File: src/rtl/clk12_pkg.sv
package clk12_pkg;

    localparam int DIGIT_W = 4;

    typedef logic [DIGIT_W-1:0] bcd_t;

    typedef struct packed {
        bcd_t tens;
        bcd_t units;
    } field_t;

    localparam bcd_t HR_RESET_TENS  = 4'd1;
    localparam bcd_t HR_RESET_UNITS = 4'd2;

    function automatic logic field_is_59(field_t f);
        return (f.tens == 4'd5) && (f.units == 4'd9);
    endfunction

endpackage

File: src/rtl/bcd_digit_ctr.sv
module bcd_digit_ctr
    import clk12_pkg::*;
#(
    parameter int LAST = 9
) (
    input  logic clk,
    input  logic rst,
    input  logic en,
    output bcd_t q,
    output logic wrap
);
    localparam bcd_t LAST_V = bcd_t'(LAST);

    bcd_t cnt;

    always_ff @(posedge clk) begin
        if (rst)
            cnt <= '0;
        else if (en)
            cnt <= (cnt == LAST_V) ? '0 : cnt + 4'd1;
    end

    assign q    = cnt;
    assign wrap = en && (cnt == LAST_V);

    // a digit never goes past its last value
    a_r7_digit_range: assert property (@(posedge clk) disable iff (rst)
        cnt <= LAST_V);

    // without enable the digit holds
    a_r8_hold_when_idle: assert property (@(posedge clk) disable iff (rst)
        !en |=> $stable(cnt));

    // stepping from the last value lands on zero
    a_r3_wrap_to_zero: assert property (@(posedge clk) disable iff (rst)
        (en && cnt == LAST_V) |=> cnt == '0);

endmodule

File: src/rtl/sixty_stage.sv
module sixty_stage
    import clk12_pkg::*;
(
    input  logic   clk,
    input  logic   rst,
    input  logic   en,
    output field_t val,
    output logic   wrap
);
    logic units_wrap;

    bcd_digit_ctr #(.LAST(9)) u_units (
        .clk (clk),
        .rst (rst),
        .en  (en),
        .q   (val.units),
        .wrap(units_wrap)
    );

    bcd_digit_ctr #(.LAST(5)) u_tens (
        .clk (clk),
        .rst (rst),
        .en  (units_wrap),
        .q   (val.tens),
        .wrap(wrap)
    );

endmodule

File: src/rtl/hour_stage.sv
module hour_stage
    import clk12_pkg::*;
(
    input  logic   clk,
    input  logic   rst,
    input  logic   en,
    output field_t val
);
    field_t hr;
    logic   at_twelve;
    logic   at_nine;

    assign at_twelve = (hr.tens == 4'd1) && (hr.units == 4'd2);
    assign at_nine   = (hr.units == 4'd9);

    always_ff @(posedge clk) begin
        if (rst) begin
            hr.tens  <= HR_RESET_TENS;
            hr.units <= HR_RESET_UNITS;
        end else if (en) begin
            if (at_twelve) begin
                hr.tens  <= 4'd0;
                hr.units <= 4'd1;
            end else if (at_nine) begin
                hr.tens  <= 4'd1;
                hr.units <= 4'd0;
            end else begin
                hr.units <= hr.units + 4'd1;
            end
        end
    end

    assign val = hr;

    // twelve goes to one
    a_r6_twelve_to_one: assert property (@(posedge clk) disable iff (rst)
        (en && at_twelve) |=> (val.tens == 4'd0 && val.units == 4'd1));

    // the hours field never reads 00
    a_r6_never_zero: assert property (@(posedge clk) disable iff (rst)
        !(val.tens == 4'd0 && val.units == 4'd0));

    // the hour tens digit is 0 or 1 and the hour stays at or below 12
    a_r7_hour_legal: assert property (@(posedge clk) disable iff (rst)
        (val.tens <= 4'd1) && (val.units <= 4'd9) &&
        !(val.tens == 4'd1 && val.units > 4'd2));

endmodule

File: src/rtl/twelve_hour_clock.sv
module twelve_hour_clock
    import clk12_pkg::*;
(
    input  logic       clk,
    input  logic       rst,
    input  logic       tick,
    output logic [3:0] sec_units,
    output logic [3:0] sec_tens,
    output logic [3:0] min_units,
    output logic [3:0] min_tens,
    output logic [3:0] hr_units,
    output logic [3:0] hr_tens
);
    field_t secs;
    field_t mins;
    field_t hrs;
    logic   sec_wrap;
    logic   min_wrap;

    sixty_stage u_sec (
        .clk (clk),
        .rst (rst),
        .en  (tick),
        .val (secs),
        .wrap(sec_wrap)
    );

    sixty_stage u_min (
        .clk (clk),
        .rst (rst),
        .en  (sec_wrap),
        .val (mins),
        .wrap(min_wrap)
    );

    hour_stage u_hr (
        .clk(clk),
        .rst(rst),
        .en (min_wrap),
        .val(hrs)
    );

    assign sec_units = secs.units;
    assign sec_tens  = secs.tens;
    assign min_units = mins.units;
    assign min_tens  = mins.tens;
    assign hr_units  = hrs.units;
    assign hr_tens   = hrs.tens;

    // minutes move only on a tick that finds seconds at 59
    a_r4_min_needs_sec59: assert property (@(posedge clk) disable iff (rst)
        !(tick && field_is_59(secs)) |=> $stable(mins));

    // hours move only on a tick that finds 59:59
    a_r5_hr_needs_5959: assert property (@(posedge clk) disable iff (rst)
        !(tick && field_is_59(secs) && field_is_59(mins)) |=> $stable(hrs));

    // reset produces 12:00:00
    a_r1_reset_value: assert property (@(posedge clk)
        rst |=> (hrs.tens == 4'd1 && hrs.units == 4'd2 &&
                 mins == '0 && secs == '0));

endmodule

File: config.mk
export PLATFORM = sky130hd
export DESIGN_NAME = twelve_hour_clock
export DESIGN_NICKNAME = d
export VERILOG_FILES = /design/src/rtl/clk12_pkg.sv /design/src/rtl/bcd_digit_ctr.sv /design/src/rtl/sixty_stage.sv /design/src/rtl/hour_stage.sv /design/src/rtl/twelve_hour_clock.sv
export SDC_FILE = /design/constraint.sdc
export NUM_CORES = 1
export LEC_CHECK = 0
export ABC_AREA = 1
export BUFFER_PORTS_ARGS = -buffer_cell sky130_fd_sc_hd__buf_2
export CAP_MARGIN = 20
export CORE_UTILIZATION = 25
export DETAILED_ROUTE_END_ITERATION = 6
export GPL_TIMING_DRIVEN = 0
export PLACE_DENSITY = 0.44
export SLEW_MARGIN = 20
export SYNTH_ARGS = -nofsm -noshare
export SYNTH_HDL_FRONTEND = slang
export SYNTH_SLANG_ARGS = --single-unit
export TNS_END_PERCENT = 30
File: constraint.sdc
create_clock -name clk -period 1.5 [get_ports clk]
set_input_delay 0.3 -clock clk [delete_from_list [all_inputs] [get_ports clk]]
set_output_delay 0.3 -clock clk [all_outputs]
set_load 0.01 [all_outputs]
## Yosys cells after proc, flatten, opt, wreduce, memory -nomap -nowiden

Index checks and enable logic that the tools add are counted.

- Input port bits: 3
- Register bits: 24
- Output and inout port bits: 24
- Logic and storage cells: 32

- Reduce and logical (&&, ||, !) cells: 7
- Multiplexer cells: 7
- Add/sub/neg operators: 5
- Equal/unequal tests: 7

Operator list:

| kind | number |
|---|---|
| 2-to-1 mux 4 bit | 6 |
| adder 4 x 1 -> 4 bit, second input constant | 5 |
| == test 4 bit, second input constant | 3 |
| == test 4 x 3 -> 1 bit, second input constant | 2 |
| 2-to-1 mux 8 bit | 1 |
| logical AND 1 bit | 5 |
| == test 4 x 1 -> 1 bit, second input constant | 1 |
| == test 4 x 2 -> 1 bit, second input constant | 1 |
| AND reduction 2 bit | 1 |
| nonzero test 2 bit | 1 |

## Logic depth before layout (Yosys ltp)

Gate-level depths: netlist of run 1.

- Word-level depth: 6
- Mapped depth: 8
- Depth with buffers taken out: 8

## By module

Synthesis of run 1 repeated with hierarchy kept, for this count alone.

- Cells, all modules: 153
- Area, all modules: 1,016.0 um^2

By module, submodules not included:

| module | instances | seq. area each (um^2) | cells an instance | area an instance (um^2) |
|---|---|---|---|---|
| bcd_digit_ctr at u_min.u_tens ... | 2 | 80.1 | 28 | 188.9 |
| bcd_digit_ctr at u_min.u_units ... | 2 | 80.1 | 27 | 185.2 |
| hour_stage | 1 | 100.1 | 43 | 267.8 |

## Worst setup path before layout of run 1

OpenSTA, ideal clock, no wires.

- Path kind: register to register
- Start point: reg u_sec.u_units.cnt[0], in the netlist u_sec.u_units.q[0]
- End point: reg u_hr.hr, in the netlist u_hr.val[1]
- Clock period less this slack: 1.219 ns
- Stages on the path, launching flop included: 8
- Arrival: 1.102 ns
- Setup time: 0.117 ns
- Path buffers: 0
- Data required time: 1.383 ns
- Setup slack: 0.281 ns
- Path through: dfxtp_1 nand2_1 nor2_2 nand2_2 nor2_4 nand3_2 a21oi_1 nand2_1

- Word-level cells in the longest chain between the ends: 5

Ends and longest elaborated chain:

| element | RTL line | text |
|---|---|---|
| start: declaration | bcd_digit_ctr.sv:14 | `bcd_t cnt;` |
| start signal: assignment | bcd_digit_ctr.sv:20 | `cnt <= (cnt == LAST_V) ? '0 : cnt + 4'd1;` |
| == test 4 bit | bcd_digit_ctr.sv:24 | `assign wrap = en && (cnt == LAST_V);` |
| logical AND 1 bit (4 in a row) | bcd_digit_ctr.sv:24 |  |
| end: declaration | hour_stage.sv:9 | `field_t hr;` |

Every way passes these cells.
A chain may end at the register's enable or synchronous reset.

## Worst setup path after layout of run 1

- Start point: reg u_min.u_tens.cnt[0], in the netlist u_min.u_tens.q[0]
- End point: reg u_hr.hr, in the netlist u_hr.val[1]

- Word-level cells in the longest chain between the ends: 2

Ends and longest elaborated chain:

| element | RTL line |
|---|---|
| start: declaration | bcd_digit_ctr.sv:14 |
| start signal: assignment | bcd_digit_ctr.sv:20 |
| == test 4 x 3 -> 1 bit | bcd_digit_ctr.sv:24 |
| logical AND 1 bit | bcd_digit_ctr.sv:24 |

Every way passes these cells.

==> results of run 1 <==
per-layer routing:
metal | vias to the layer above | GRT usage, % | wire (µm)
li1 | 534 | - | -
met1 | 457 | 12.8 | 1090
met2 | 23 | 17.6 | 1040
met3 | 2 | 4.00 | 120
met4 | 0 | 3.91 | 22
met5 | - | 0 | 0
sequential cells by signal, indices dropped and copies added (netlist names):
register         flops
u_hr.val             5
u_min.u_tens.q       4
u_min.u_units.q      4
u_sec.u_tens.q       4
u_sec.u_units.q      4
Yosys cell counts (all sizes together):
master | instances | share of area, %
xnor2 | 1 | 0.80
o21a | 1 | 0.69
buf | 4 | 2.5
nor3b | 1 | 1.1
nand2 | 29 | 11
nand4 | 5 | 2.9
conb | 1 | 0.34
clkbuf | 1 | 0.34
xor2 | 5 | 4.0
nor2 | 26 | 12
inv | 21 | 7.2
dfxtp | 21 | 38
o21ai | 9 | 4.1
o211ai | 1 | 0.69
a21oi | 8 | 4.0
nand3 | 14 | 8.5
o32ai | 1 | 0.80
nor3 | 2 | 0.91
metrics by stage:
step                total power [W]  utilization, %  instances  worst slack [ns]
finish                      0.00100            32.2        230             0.179
global route                0.00106            32.2        230            0.0641
CTS                         0.00103            32.2        230             0.180
detailed placement         0.000631            31.1        226             0.175
global placement           0.000630            31.1        226             0.188
floorplan                  0.000615               -        153             0.281
cells by family after synthesis:
family	count (synthesis)	synth area share (%)
simple gates	77	36.1
xor+xnor	6	4.80
buf+inv	26	10.1
compound gates	20	10.3
other cells	1	0.343
flops	21	38.4
power groups by stage:
stage | sequential (W) | clock (W) | combinational, W
final | 0.000567 | 0.000383 | 0.0000502
after global routing | 0.000568 | 0.000440 | 0.0000562
after CTS | 0.000567 | 0.000410 | 0.0000507
after detailed placement | 0.000580 | 0 | 0.0000507
after global placement | 0.000580 | 0 | 0.0000499
after floorplan | 0.000582 | 0 | 0.0000331
final cells by class:
class                           count  area (µm²)  share of cell area (%)
Buffer                              5        31.3                    2.36
Clock buffer                        3        41.3                    3.11
Clock inverter                      1        5.00                   0.377
Inverter                           21        78.8                    5.94
Multi-Input combinational cell    106         572                    43.1
Sequential cell                    21         420                    31.7
Tap cell                           50        62.6                    4.72
Timing Repair Buffer               23         115                    8.68
how the worst max path moves through the flow:
stage,startpoint,endpoint,slack (ns)
2_1_floorplan,u_sec.u_units.q[0],u_hr.val[1],0.28
3_3_place_gp,tick,u_hr.val[1],0.19
3_5_place_dp,tick,u_min.u_units.q[2],0.17
4_1_cts,u_sec.u_units.q[3],u_min.u_units.q[2],0.18
5_1_grt,u_sec.u_units.q[3],u_min.u_units.q[1],0.06
6_report,u_min.u_tens.q[0],u_hr.val[1],0.18
worst max-delay path, stage by stage, from the launching register on:
cell and delay, ns:
sky130_fd_sc_hd__dfxtp_1 0.41, sky130_fd_sc_hd__inv_1 0.08, sky130_fd_sc_hd__nor2_1 0.13, sky130_fd_sc_hd__nand2_1 0.13, sky130_fd_sc_hd__inv_1 0.13, sky130_fd_sc_hd__nand3_2 0.13
sky130_fd_sc_hd__a21oi_1 0.14, sky130_fd_sc_hd__nand2_1 0.06
==> qor.txt, run 1 <==
CLOCK NETWORK
---------------------------------------------------------------------------------
Postcts setup bufs .................................................            0
Number of buffers added by the clock tree synthesis step ...........            3
Cell chosen for the clock root ..................................... sky130_fd_sc_hd__clkbuf_8
Number of levels in the clock H-tree ...............................            1
Buffers from clock root to sink, at most ...........................            2
Clock insertion delay at the later pin of the skew report ..........      0.26 ns
CTS tree ...........................................................          yes
Clock slew seen by the registers of the worst setup and hold paths .      0.09 ns
# clock sinks ......................................................           21
CTS resizes ........................................................            0
CTS Hold Buffers Added .............................................            0

STATUS
---------------------------------------------------------------------------------
Run status .........................................................    completed

PLACEMENT
---------------------------------------------------------------------------------
HPWL after detailed placement ......................................      1750 µm
Routability congestion estimate from global placement ..............        0.796
Area of placed instances ...........................................  0.00128 mm²
# port buffers .....................................................           23

STA
---------------------------------------------------------------------------------
Final count of pins violating max slew .............................            0
Hold Fails Final Rpt ...............................................            0
Time the worst path needs with I/O delays and setup ................      1.32 ns
Fraction of the cycle the final worst path needs ...................        88.0%
Final worst hold slack .............................................     0.327 ns
Highest achievable clock rate ......................................      757 MHz
Final setup violation count ........................................            0
Setup repair after global routing missed its margin ................           no
Final clock skew ...................................................   0.00774 ns
Sum of negative setup slack ........................................         0 ns

FINAL LAYOUT
---------------------------------------------------------------------------------
Commonest cells after routing, fill and taps aside ................. 26 x sky130_fd_sc_hd__nand2_1, 24 x sky130_fd_sc_hd__buf_2, 21 x sky130_fd_sc_hd__dfxtp_1
Number of inserted filler cells in the final layout ................          466
Final #Nets ........................................................          184
Leading cell type in the layout, fill and taps excluded ............ sky130_fd_sc_hd__nand2_1
Count of inserted antenna diode cells ..............................            0
Area overhead of the layout relative to synthesis ..................        21.1%
Layout cell share with drive strength beyond 1 .....................        26.7%
Post-Layout Inst Area ..............................................  0.00133 mm²

WORST SETUP PATH
---------------------------------------------------------------------------------
Required @ worst endpoint ..........................................      1.67 ns
Number of cells on the worst reg-to-reg path .......................            7
Worst flop-to-flop path endpoint ...................................  u_hr.val[1]
Worst reg-to-reg setup slack .......................................      0.18 ns
Crit-path max FO ...................................................            5
Crit Path Class .................................................... flop to flop
Launching element type of the critical path ........................         flop
R2r startpoint ..................................................... u_min.u_tens.q[0]
Data arrival, critical path ........................................      1.49 ns
Type of element capturing the critical path ........................         flop

GRT
---------------------------------------------------------------------------------
First-pass GRT wire length .........................................      3700 µm
Number of global-route vias before repair ..........................          877
Pin count of the biggest net entering global routing ...............           13
GRT Resource Usage Total ...........................................        10.8%
Initial antenna violation count ....................................            0
Remaining global-route overflow ....................................            0

DETAILED ROUTING
---------------------------------------------------------------------------------
Count of unresolved DRC violations after routing ...................            0
First-pass DRT Iterations ..........................................            4
DRC marker count from the first detailed-route iteration ...........           51
Wirelength, routed .................................................      2280 µm
Total number of vias ...............................................         1016
Final antenna-violating net count ..................................            0
Via-per-instance ratio .............................................         4.42
Detail-routed net length per standard cell .........................      9.90 µm

FLOORPLAN
---------------------------------------------------------------------------------
Y dimension of the die .............................................      68.2 µm
Initial core utilization ...........................................        26.6%
Die span in x ......................................................      68.2 µm
Std cell rows ......................................................           23
Top-level port count ...............................................           27
Full die area ......................................................  0.00465 mm²
Total core area ....................................................  0.00412 mm²

POWER AND IR DROP
---------------------------------------------------------------------------------
Sequential fraction of design power ................................        56.7%
Reported net switching power .......................................   0.000235 W
Internal power .....................................................   0.000766 W
Power per cell area ................................................   754 mW/mm²
Maximum resistive drop on vdd ......................................     0.478 mV
Cell leakage power .................................................     0.562 nW
Clock network fraction of total power ..............................        38.3%
Comb power frac ....................................................         5.0%
Switching share of power ...........................................        23.5%

HOLD PATH
---------------------------------------------------------------------------------
End point of the most critical hold path ........................... u_sec.u_units.q[0]
Type of the tightest min-delay check ............................... primary input to flop
Min-delay src ......................................................         tick
WHS Path Cells .....................................................            3

LOGIC SYNTHESIS
---------------------------------------------------------------------------------
Yosys warns ........................................................            0
Portion of the post-synthesis area used by sequential elements .....        38.4%
FF+latch count, synth ..............................................           21
Synth Area per Inst ................................................     7.25 µm²
Unique cell type count in the Yosys netlist ........................           27
Post-Synthesis Cell Area ...........................................  0.00109 mm²
Instance count of the mapped netlist ...............................          151

RUN
---------------------------------------------------------------------------------
Reported max-cap violation count ...................................            0

(Power assumes the default switching activity.)
==> run 2, diff against run 1 <==
CORE_UTILIZATION = 51   (was 25)
PLACE_DENSITY = 0.77   (was 0.44)
==> run 2 against run 1 <==
  * Sequential power about the same
  * Routed wire length decreased by 8.1%
  * Global-route usage grew 8.8 points
  * Flip-flop and latch count unchanged
  * Worst setup slack got worse by 0.024 ns
  * Sequential share of layout area rose by 1.2 points
  * Non-clock buffer count did not move
  * Hold slack worse by 0.013 ns
  * Design area decreased by 3.7%
  * Largest cell class unchanged
  * Largest power group unchanged
==> qor.txt, run 2 (synthesis gave the netlist of run 1 again) <==
STATUS
---------------------------------------------------------------------------------
Run status .........................................................    completed

CLOCK NETWORK
---------------------------------------------------------------------------------
CTS Hold Buffers Added .............................................            0
Clock slew seen by the registers of the worst setup and hold paths .      0.11 ns
Postcts setup bufs .................................................            0
CTS resizes ........................................................            0
Number of levels in the clock H-tree ...............................            1
Buffers from clock root to sink, at most ...........................            2
CTS tree ...........................................................          yes
Cell chosen for the clock root ..................................... sky130_fd_sc_hd__clkbuf_4
Number of buffers added by the clock tree synthesis step ...........            3
# clock sinks ......................................................           21
Clock insertion delay at the later pin of the skew report ..........      0.29 ns

DETAILED ROUTING
---------------------------------------------------------------------------------
Total number of vias ...............................................         1028
Via-per-instance ratio .............................................         4.97
Detail-routed net length per standard cell .........................      10.1 µm
DRC marker count from the first detailed-route iteration ...........           19
Wirelength, routed .................................................      2090 µm
Final antenna-violating net count ..................................            0
Count of unresolved DRC violations after routing ...................            0
First-pass DRT Iterations ..........................................            4

FLOORPLAN
---------------------------------------------------------------------------------
Std cell rows ......................................................           16
Die span in x ......................................................      48.3 µm
Top-level port count ...............................................           27
Full die area ......................................................  0.00234 mm²
Y dimension of the die .............................................      48.3 µm
Total core area ....................................................  0.00198 mm²
Initial core utilization ...........................................        55.2%

FINAL LAYOUT
---------------------------------------------------------------------------------
Final #Nets ........................................................          184
Commonest cells after routing, fill and taps aside ................. 26 x sky130_fd_sc_hd__nand2_1, 24 x sky130_fd_sc_hd__buf_2, 21 x sky130_fd_sc_hd__dfxtp_1
Register ranked first by flip-flop count ...........................     u_hr.val
Count of inserted antenna diode cells ..............................            0
Leading cell type in the layout, fill and taps excluded ............ sky130_fd_sc_hd__nand2_1
Area overhead of the layout relative to synthesis ..................        16.7%
Layout cell share with drive strength beyond 1 .....................        26.1%
Post-layout utilization of the core ................................        64.5%
Max FFs per register ...............................................            5
Filler-free cell count of the finished design ......................          207

STA
---------------------------------------------------------------------------------
Fraction of the cycle the final worst path needs ...................        89.6%
Final clock skew ...................................................   0.00161 ns
Sum of negative setup slack ........................................         0 ns
Setup repair after global routing missed its margin ................           no
Final setup violation count ........................................            0
Final count of pins violating max slew .............................            0
Time the worst path needs with I/O delays and setup ................      1.34 ns
Highest achievable clock rate ......................................      744 MHz
Hold Fails Final Rpt ...............................................            0
Final worst-path setup slack .......................................     0.155 ns

GRT
---------------------------------------------------------------------------------
Remaining global-route overflow ....................................            0
Initial antenna violation count ....................................            0
GRT Resource Usage Total ...........................................        19.7%
Pin count of the biggest net entering global routing ...............           12
Number of global-route vias before repair ..........................          922
First-pass GRT wire length .........................................      3710 µm

POWER AND IR DROP
---------------------------------------------------------------------------------
Cell leakage power .................................................     0.551 nW
Total Power ........................................................   0.000885 W
Power per cell area ................................................   693 mW/mm²
Maximum resistive drop on vdd ......................................     0.595 mV

RUN
---------------------------------------------------------------------------------
Reported max-cap violation count ...................................            0

WORST SETUP PATH
---------------------------------------------------------------------------------
Crit Path Class .................................................... flop to flop
Worst setup path startpoint ........................................ u_sec.u_units.q[0]
Required @ worst endpoint ..........................................      1.70 ns
Worst path slowest cell ............................................ sky130_fd_sc_hd__dfxtp_1
Critical path, cell by cell ........................................ nand2_1 > nor2_2 > nand2_2 > nor2_4 > nand3_2 > a21oi_1 > nand2_1
Cell type group with the largest total delay on the critical path .. simple AND/OR/NAND/NOR gates
Data arrival, critical path ........................................      1.54 ns
Crit-path max FO ...................................................            5
R2r startpoint ..................................................... u_sec.u_units.q[0]
Most used cell along the critical path ............................. sky130_fd_sc_hd__nand2_1
Buffer and inverter count on the worst path ........................            0
Type of element capturing the critical path ........................         flop
Highest cell delay on the worst timing path ........................      0.43 ns
Launching element type of the critical path ........................         flop

HOLD PATH
---------------------------------------------------------------------------------
Min-delay src ......................................................          rst
Type of the tightest min-delay check ............................... primary input to flop

PLACEMENT
---------------------------------------------------------------------------------
Routability congestion estimate from global placement ..............        0.821
HPWL after detailed placement ......................................      1640 µm
Cells after DPL ....................................................          203
Place WS ...........................................................     0.175 ns
# port buffers .....................................................           23

-- run 2: layout make-up --
| type | instances | area (µm²) |
|---|---|---|
| multi-input combinational | 106 | 572 |
| clock buffer | 4 | 26.3 |
| inverter | 21 | 78.8 |
| tap | 27 | 33.8 |
| sequential | 21 | 420 |
| fill | 172 | 704 |
| timing repair buffer | 23 | 115 |
| buffer | 5 | 31.3 |
-- run 2: per-stage QoR --
stage / cell area, µm² / hold WS (ns)
2_1_floorplan: 1100 / 0.435
3_3_place_gp: 1250 / 0.471
3_5_place_dp: 1250 / 0.485
4_1_cts: 1280 / 0.307
5_1_grt: 1280 / 0.331
6_report: 1280 / 0.314
-- run 2: report_power, final --
| part | leakage, nW | internal, W | switching [W] |
|---|---|---|---|
| Clock | 0.0150 | 0.000103 | 0.000163 |
| Sequential | 0.170 | 0.000562 | 0.00000585 |
| Combinational | 0.367 | 0.0000188 | 0.0000315 |
-- run 2: layer usage --
metal	routed length (µm)	global-route usage (%)	vias up
met5	0	0	-
met1	938	22.9	469
met2	1050	36.4	20
li1	-	-	537
met4	10	6.86	0
met3	92	2.83	2
-- run 2: path summary, 6_finish.rpt --
path / to / slack (ns) / depth (start not counted)
worst max-delay path: u_hr.val[1] / 0.16 / 7
worst min register to register: u_hr.val[4] / 0.50 / 2
worst max register to register: u_hr.val[1] / 0.16 / 7
worst min-delay path: u_min.u_units.q[0] / 0.31 / 4
-- run 2: worst register-to-register path: stages, from the launching register on --
cell and delay, ns:
sky130_fd_sc_hd__dfxtp_1 0.43, sky130_fd_sc_hd__nand2_1 0.12, sky130_fd_sc_hd__nor2_2 0.11, sky130_fd_sc_hd__nand2_2 0.09, sky130_fd_sc_hd__nor2_4 0.16, sky130_fd_sc_hd__nand3_2 0.13, sky130_fd_sc_hd__a21oi_1 0.15, sky130_fd_sc_hd__nand2_1 0.07
==> run 3, diff against run 2 <==
CORE_UTILIZATION = 50   (was 51)
PLACE_DENSITY = 0.76   (was 0.77)
SYNTH_HIERARCHICAL = 1   (was default)
==> run 3 against run 2 <==
  * The run now ends with setup timing left
  * Sequential share of layout area decreased by 1.6 points
  * Flip-flop and latch count did not move
  * Die area decreased by 5.1%
  * Critical endpoint is now u_hr/val[3]
  * Via count fell by 0.68%
  * First-iteration DRC count is 26% higher
==> qor.txt, run 3 <==
LOGIC SYNTHESIS
---------------------------------------------------------------------------------
Fraction of registers with async set or reset after synthesis ......           0%
Synth Area per Inst ................................................     6.64 µm²
FF+latch count, synth ..............................................           21
Instance count of the mapped netlist ...............................          153
Top cell types by occurrence after synthesis ....................... 32 x sky130_fd_sc_hd__nand2_1, 28 x sky130_fd_sc_hd__inv_1, 27 x sky130_fd_sc_hd__nor2_1
Yosys warns ........................................................            6
Portion of the post-synthesis area used by sequential elements .....        41.4%
Leading post-synthesis cells by cell area .......................... sky130_fd_sc_hd__dfxtp_1 41%, sky130_fd_sc_hd__nand2_1 12%, sky130_fd_sc_hd__inv_1 10%
Primary flip-flop cell chosen by synthesis mapping ................. sky130_fd_sc_hd__dfxtp_1
Post-synth EDFFs ...................................................            0
Cell taking the most area after synthesis .......................... sky130_fd_sc_hd__dfxtp_1
Unique cell type count in the Yosys netlist ........................           15
Share of Yosys cell area claimed by the top area cell type .........        41.4%
Post-Synthesis Cell Area ...........................................  0.00102 mm²
Library cell with the highest instance count after synthesis ....... sky130_fd_sc_hd__nand2_1

HOLD PATH
---------------------------------------------------------------------------------
Min-delay src ......................................................          rst
Type of the tightest min-delay check ............................... primary input to flop

PLACEMENT
---------------------------------------------------------------------------------
HPWL after detailed placement ......................................      1500 µm
Routability congestion estimate from global placement ..............        0.758
# port buffers .....................................................           23
Area of placed instances ...........................................  0.00123 mm²

WORST SETUP PATH
---------------------------------------------------------------------------------
Launching element type of the critical path ........................         flop
Worst setup path startpoint ........................................ u_sec/u_units/q[1]
Highest cell delay on the worst timing path ........................      0.34 ns
Cell depth of the worst setup path .................................           16
Worst reg-to-reg setup slack .......................................     -0.31 ns
Required @ worst endpoint ..........................................      1.72 ns
Cell type group with the largest total delay on the critical path .. simple AND/OR/NAND/NOR gates
Data arrival, critical path ........................................      2.02 ns
Buffer and inverter count on the worst path ........................            5
Crit-path max FO ...................................................            4
Worst path slowest cell ............................................ sky130_fd_sc_hd__dfxtp_2
Critical path, cell by cell ........................................ inv_2 > nand3_4 > nor2_4 > nand2_2 > inv_2 > nand3_2 > inv_2 > nand3_4 > nor2_4 > nand2_2 > inv_2 > nand3_2 > inv_2 > nand4_1 > xor2_1 > nor2_1
Most used cell along the critical path ............................. sky130_fd_sc_hd__inv_2
Number of cells on the worst reg-to-reg path .......................           16
CP endpoint ........................................................  u_hr/val[3]
R2r startpoint ..................................................... u_sec/u_units/q[1]
Crit Path Class .................................................... flop to flop
Worst flop-to-flop path endpoint ...................................  u_hr/val[3]
Type of element capturing the critical path ........................         flop

CLOCK NETWORK
---------------------------------------------------------------------------------
# clock sinks ......................................................           21
Cell chosen for the clock root ..................................... sky130_fd_sc_hd__clkbuf_4
Number of levels in the clock H-tree ...............................            1
Buffers from clock root to sink, at most ...........................            2
CTS tree ...........................................................          yes
Number of buffers added by the clock tree synthesis step ...........            3
Clock slew seen by the registers of the worst setup and hold paths .      0.11 ns
CTS Hold Buffers Added .............................................            0
Clock insertion delay at the later pin of the skew report ..........      0.31 ns

GRT
---------------------------------------------------------------------------------
GRT Resource Usage Total ...........................................        21.9%
Remaining global-route overflow ....................................            0
Initial antenna violation count ....................................            0
First-pass GRT wire length .........................................      3350 µm
Number of global-route vias before repair ..........................          862
Pin count of the biggest net entering global routing ...............           12

FINAL LAYOUT
---------------------------------------------------------------------------------
Register ranked first by flip-flop count ...........................     u_hr/val
Commonest cells after routing, fill and taps aside ................. 31 x sky130_fd_sc_hd__nand2_1, 25 x sky130_fd_sc_hd__nor2_1, 23 x sky130_fd_sc_hd__buf_2
Storage element area ...............................................      428 µm²
Post-layout utilization of the core ................................        75.1%
Area overhead of the layout relative to synthesis ..................        34.5%
Count of inserted antenna diode cells ..............................            0
Max FFs per register ...............................................            5
Number of inserted filler cells in the final layout ................          159
Leading cell type in the layout, fill and taps excluded ............ sky130_fd_sc_hd__nand2_1
Area of the multi-input gates ......................................      533 µm²
Final #Nets ........................................................          200
Post-Layout Inst Area ..............................................  0.00137 mm²
Layout cell share with drive strength beyond 1 .....................        35.7%

DETAILED ROUTING
---------------------------------------------------------------------------------
Count of unresolved DRC violations after routing ...................            0
DRC marker count from the first detailed-route iteration ...........           24
Via-per-instance ratio .............................................         4.62
Wirelength, routed .................................................      2080 µm
Detail-routed net length per standard cell .........................      9.43 µm
First-pass DRT Iterations ..........................................            4
Total number of vias ...............................................         1021
Final antenna-violating net count ..................................            0

STA
---------------------------------------------------------------------------------
Fraction of the cycle the final worst path needs ...................         120%
Final count of pins violating max slew .............................            0
Hold Fails Final Rpt ...............................................            0
Final clock skew ...................................................   0.00310 ns
Final worst-path setup slack .......................................    -0.306 ns
Final setup violation count ........................................            8
Time the worst path needs with I/O delays and setup ................      1.81 ns
Setup repair after global routing missed its margin ................          yes
Highest achievable clock rate ......................................      554 MHz

RUN
---------------------------------------------------------------------------------
Reported max-cap violation count ...................................            0

FLOORPLAN
---------------------------------------------------------------------------------
Std cell rows ......................................................           15
Die span in x ......................................................      47.1 µm
Total core area ....................................................  0.00182 mm²
Initial core utilization ...........................................        55.8%
Y dimension of the die .............................................      47.1 µm
Full die area ......................................................  0.00222 mm²
Top-level port count ...............................................           27

STATUS
---------------------------------------------------------------------------------
Failing checks ..................................................... setup timing
Run status ......................................................... complete, but fails checks

POWER AND IR DROP
---------------------------------------------------------------------------------
Total Power ........................................................   0.000908 W
Power per cell area ................................................   664 mW/mm²
Cell leakage power .................................................     0.678 nW
Maximum resistive drop on vdd ......................................     0.663 mV

[run 3: cell count changes after synthesis, moves of 3 or more]
cell and change:
sky130_fd_sc_hd__a21oi_1 -5, sky130_fd_sc_hd__inv_1 +10, sky130_fd_sc_hd__inv_2 -3, sky130_fd_sc_hd__nand2_1 +6
sky130_fd_sc_hd__nor2_1 +7, sky130_fd_sc_hd__nor2_4 -4, sky130_fd_sc_hd__o21ai_1 -4
[run 3: worst min path at each step]
stage          slack [ns]  depth (start not counted)           to
6_report             0.23                          2  u_hr/val[2]
5_1_grt              0.26                          2  u_hr/val[2]
4_1_cts              0.22                          2  u_hr/val[2]
3_5_place_dp         0.46                          2  u_hr/val[4]
3_3_place_gp         0.46                          2  u_hr/val[4]
2_1_floorplan        0.37                          1  u_hr/val[2]
[run 3: final cells by class]
class	count	share of cell area (%)
flip-flops and latches	21	31.3
plain buffers	3	1.65
repair buffers	37	16.1
inverters	28	7.69
multi-input cells	103	39.0
clock buffers	4	1.92
well taps	25	2.29
[run 3: stage by stage]
step / setup TNS, ns / hold WS [ns] / cells / worst slack (ns)
6_report: -1.40 / 0.234 / 221 / -0.306
4_1_cts: -1.36 / 0.219 / 220 / -0.331
3_5_place_dp: -2.83 / 0.458 / 203 / -0.563
2_1_floorplan: -1.51 / 0.372 / 155 / -0.384
5_1_grt: -2.75 / 0.261 / 221 / -0.472
3_3_place_gp: -2.56 / 0.461 / 203 / -0.553
[run 3: logic make-up (layout without fill, tap and decap cells)]
logic type                count (synthesis)  in the layout  synth area share, %
buffers and inverters                    31             72                 12.6
xor gates and xnor gates                  3              3                 2.59
other                                     1              3                0.369
AOI/OAI and AO/OA                        13             13                 7.39
DFF                                      21             21                 41.4
and+or+nand+nor                          84             84                 35.7
[run 3: routing by layer]
layer  track usage, %  vias to the layer above  share of wire, %
met5                0                        -                 0
met2             36.4                       23                47
met3             3.85                        5               3.6
li1                 -                      553                 -
met4             14.9                        0               2.5
met1             25.6                      440                47
[run 3: worst reg2reg max path, cell delays in order (launching register included)]
cell and delay (ns):
sky130_fd_sc_hd__dfxtp_2 0.34, sky130_fd_sc_hd__inv_2 0.07, sky130_fd_sc_hd__nand3_4 0.08, sky130_fd_sc_hd__nor2_4 0.11, sky130_fd_sc_hd__nand2_2 0.07, sky130_fd_sc_hd__inv_2 0.06
sky130_fd_sc_hd__nand3_2 0.08, sky130_fd_sc_hd__inv_2 0.08, sky130_fd_sc_hd__nand3_4 0.08, sky130_fd_sc_hd__nor2_4 0.11, sky130_fd_sc_hd__nand2_2 0.08, sky130_fd_sc_hd__inv_2 0.07
sky130_fd_sc_hd__nand3_2 0.08, sky130_fd_sc_hd__inv_2 0.08, sky130_fd_sc_hd__nand4_1 0.11, sky130_fd_sc_hd__xor2_1 0.16, sky130_fd_sc_hd__nor2_1 0.05
[run 3: report_power, final]
group | switching [W] | internal [W]
Sequential | 0.00000526 | 0.000562
Combinational | 0.0000389 | 0.0000283
Clock | 0.000169 | 0.000104
[run 3: what timing repair did]
item	CTS	global route
gates resized for setup	3	1
gates cloned	0	0
pin swaps	5	2
setup endpoints to repair	9	10
buffers inserted	13	1
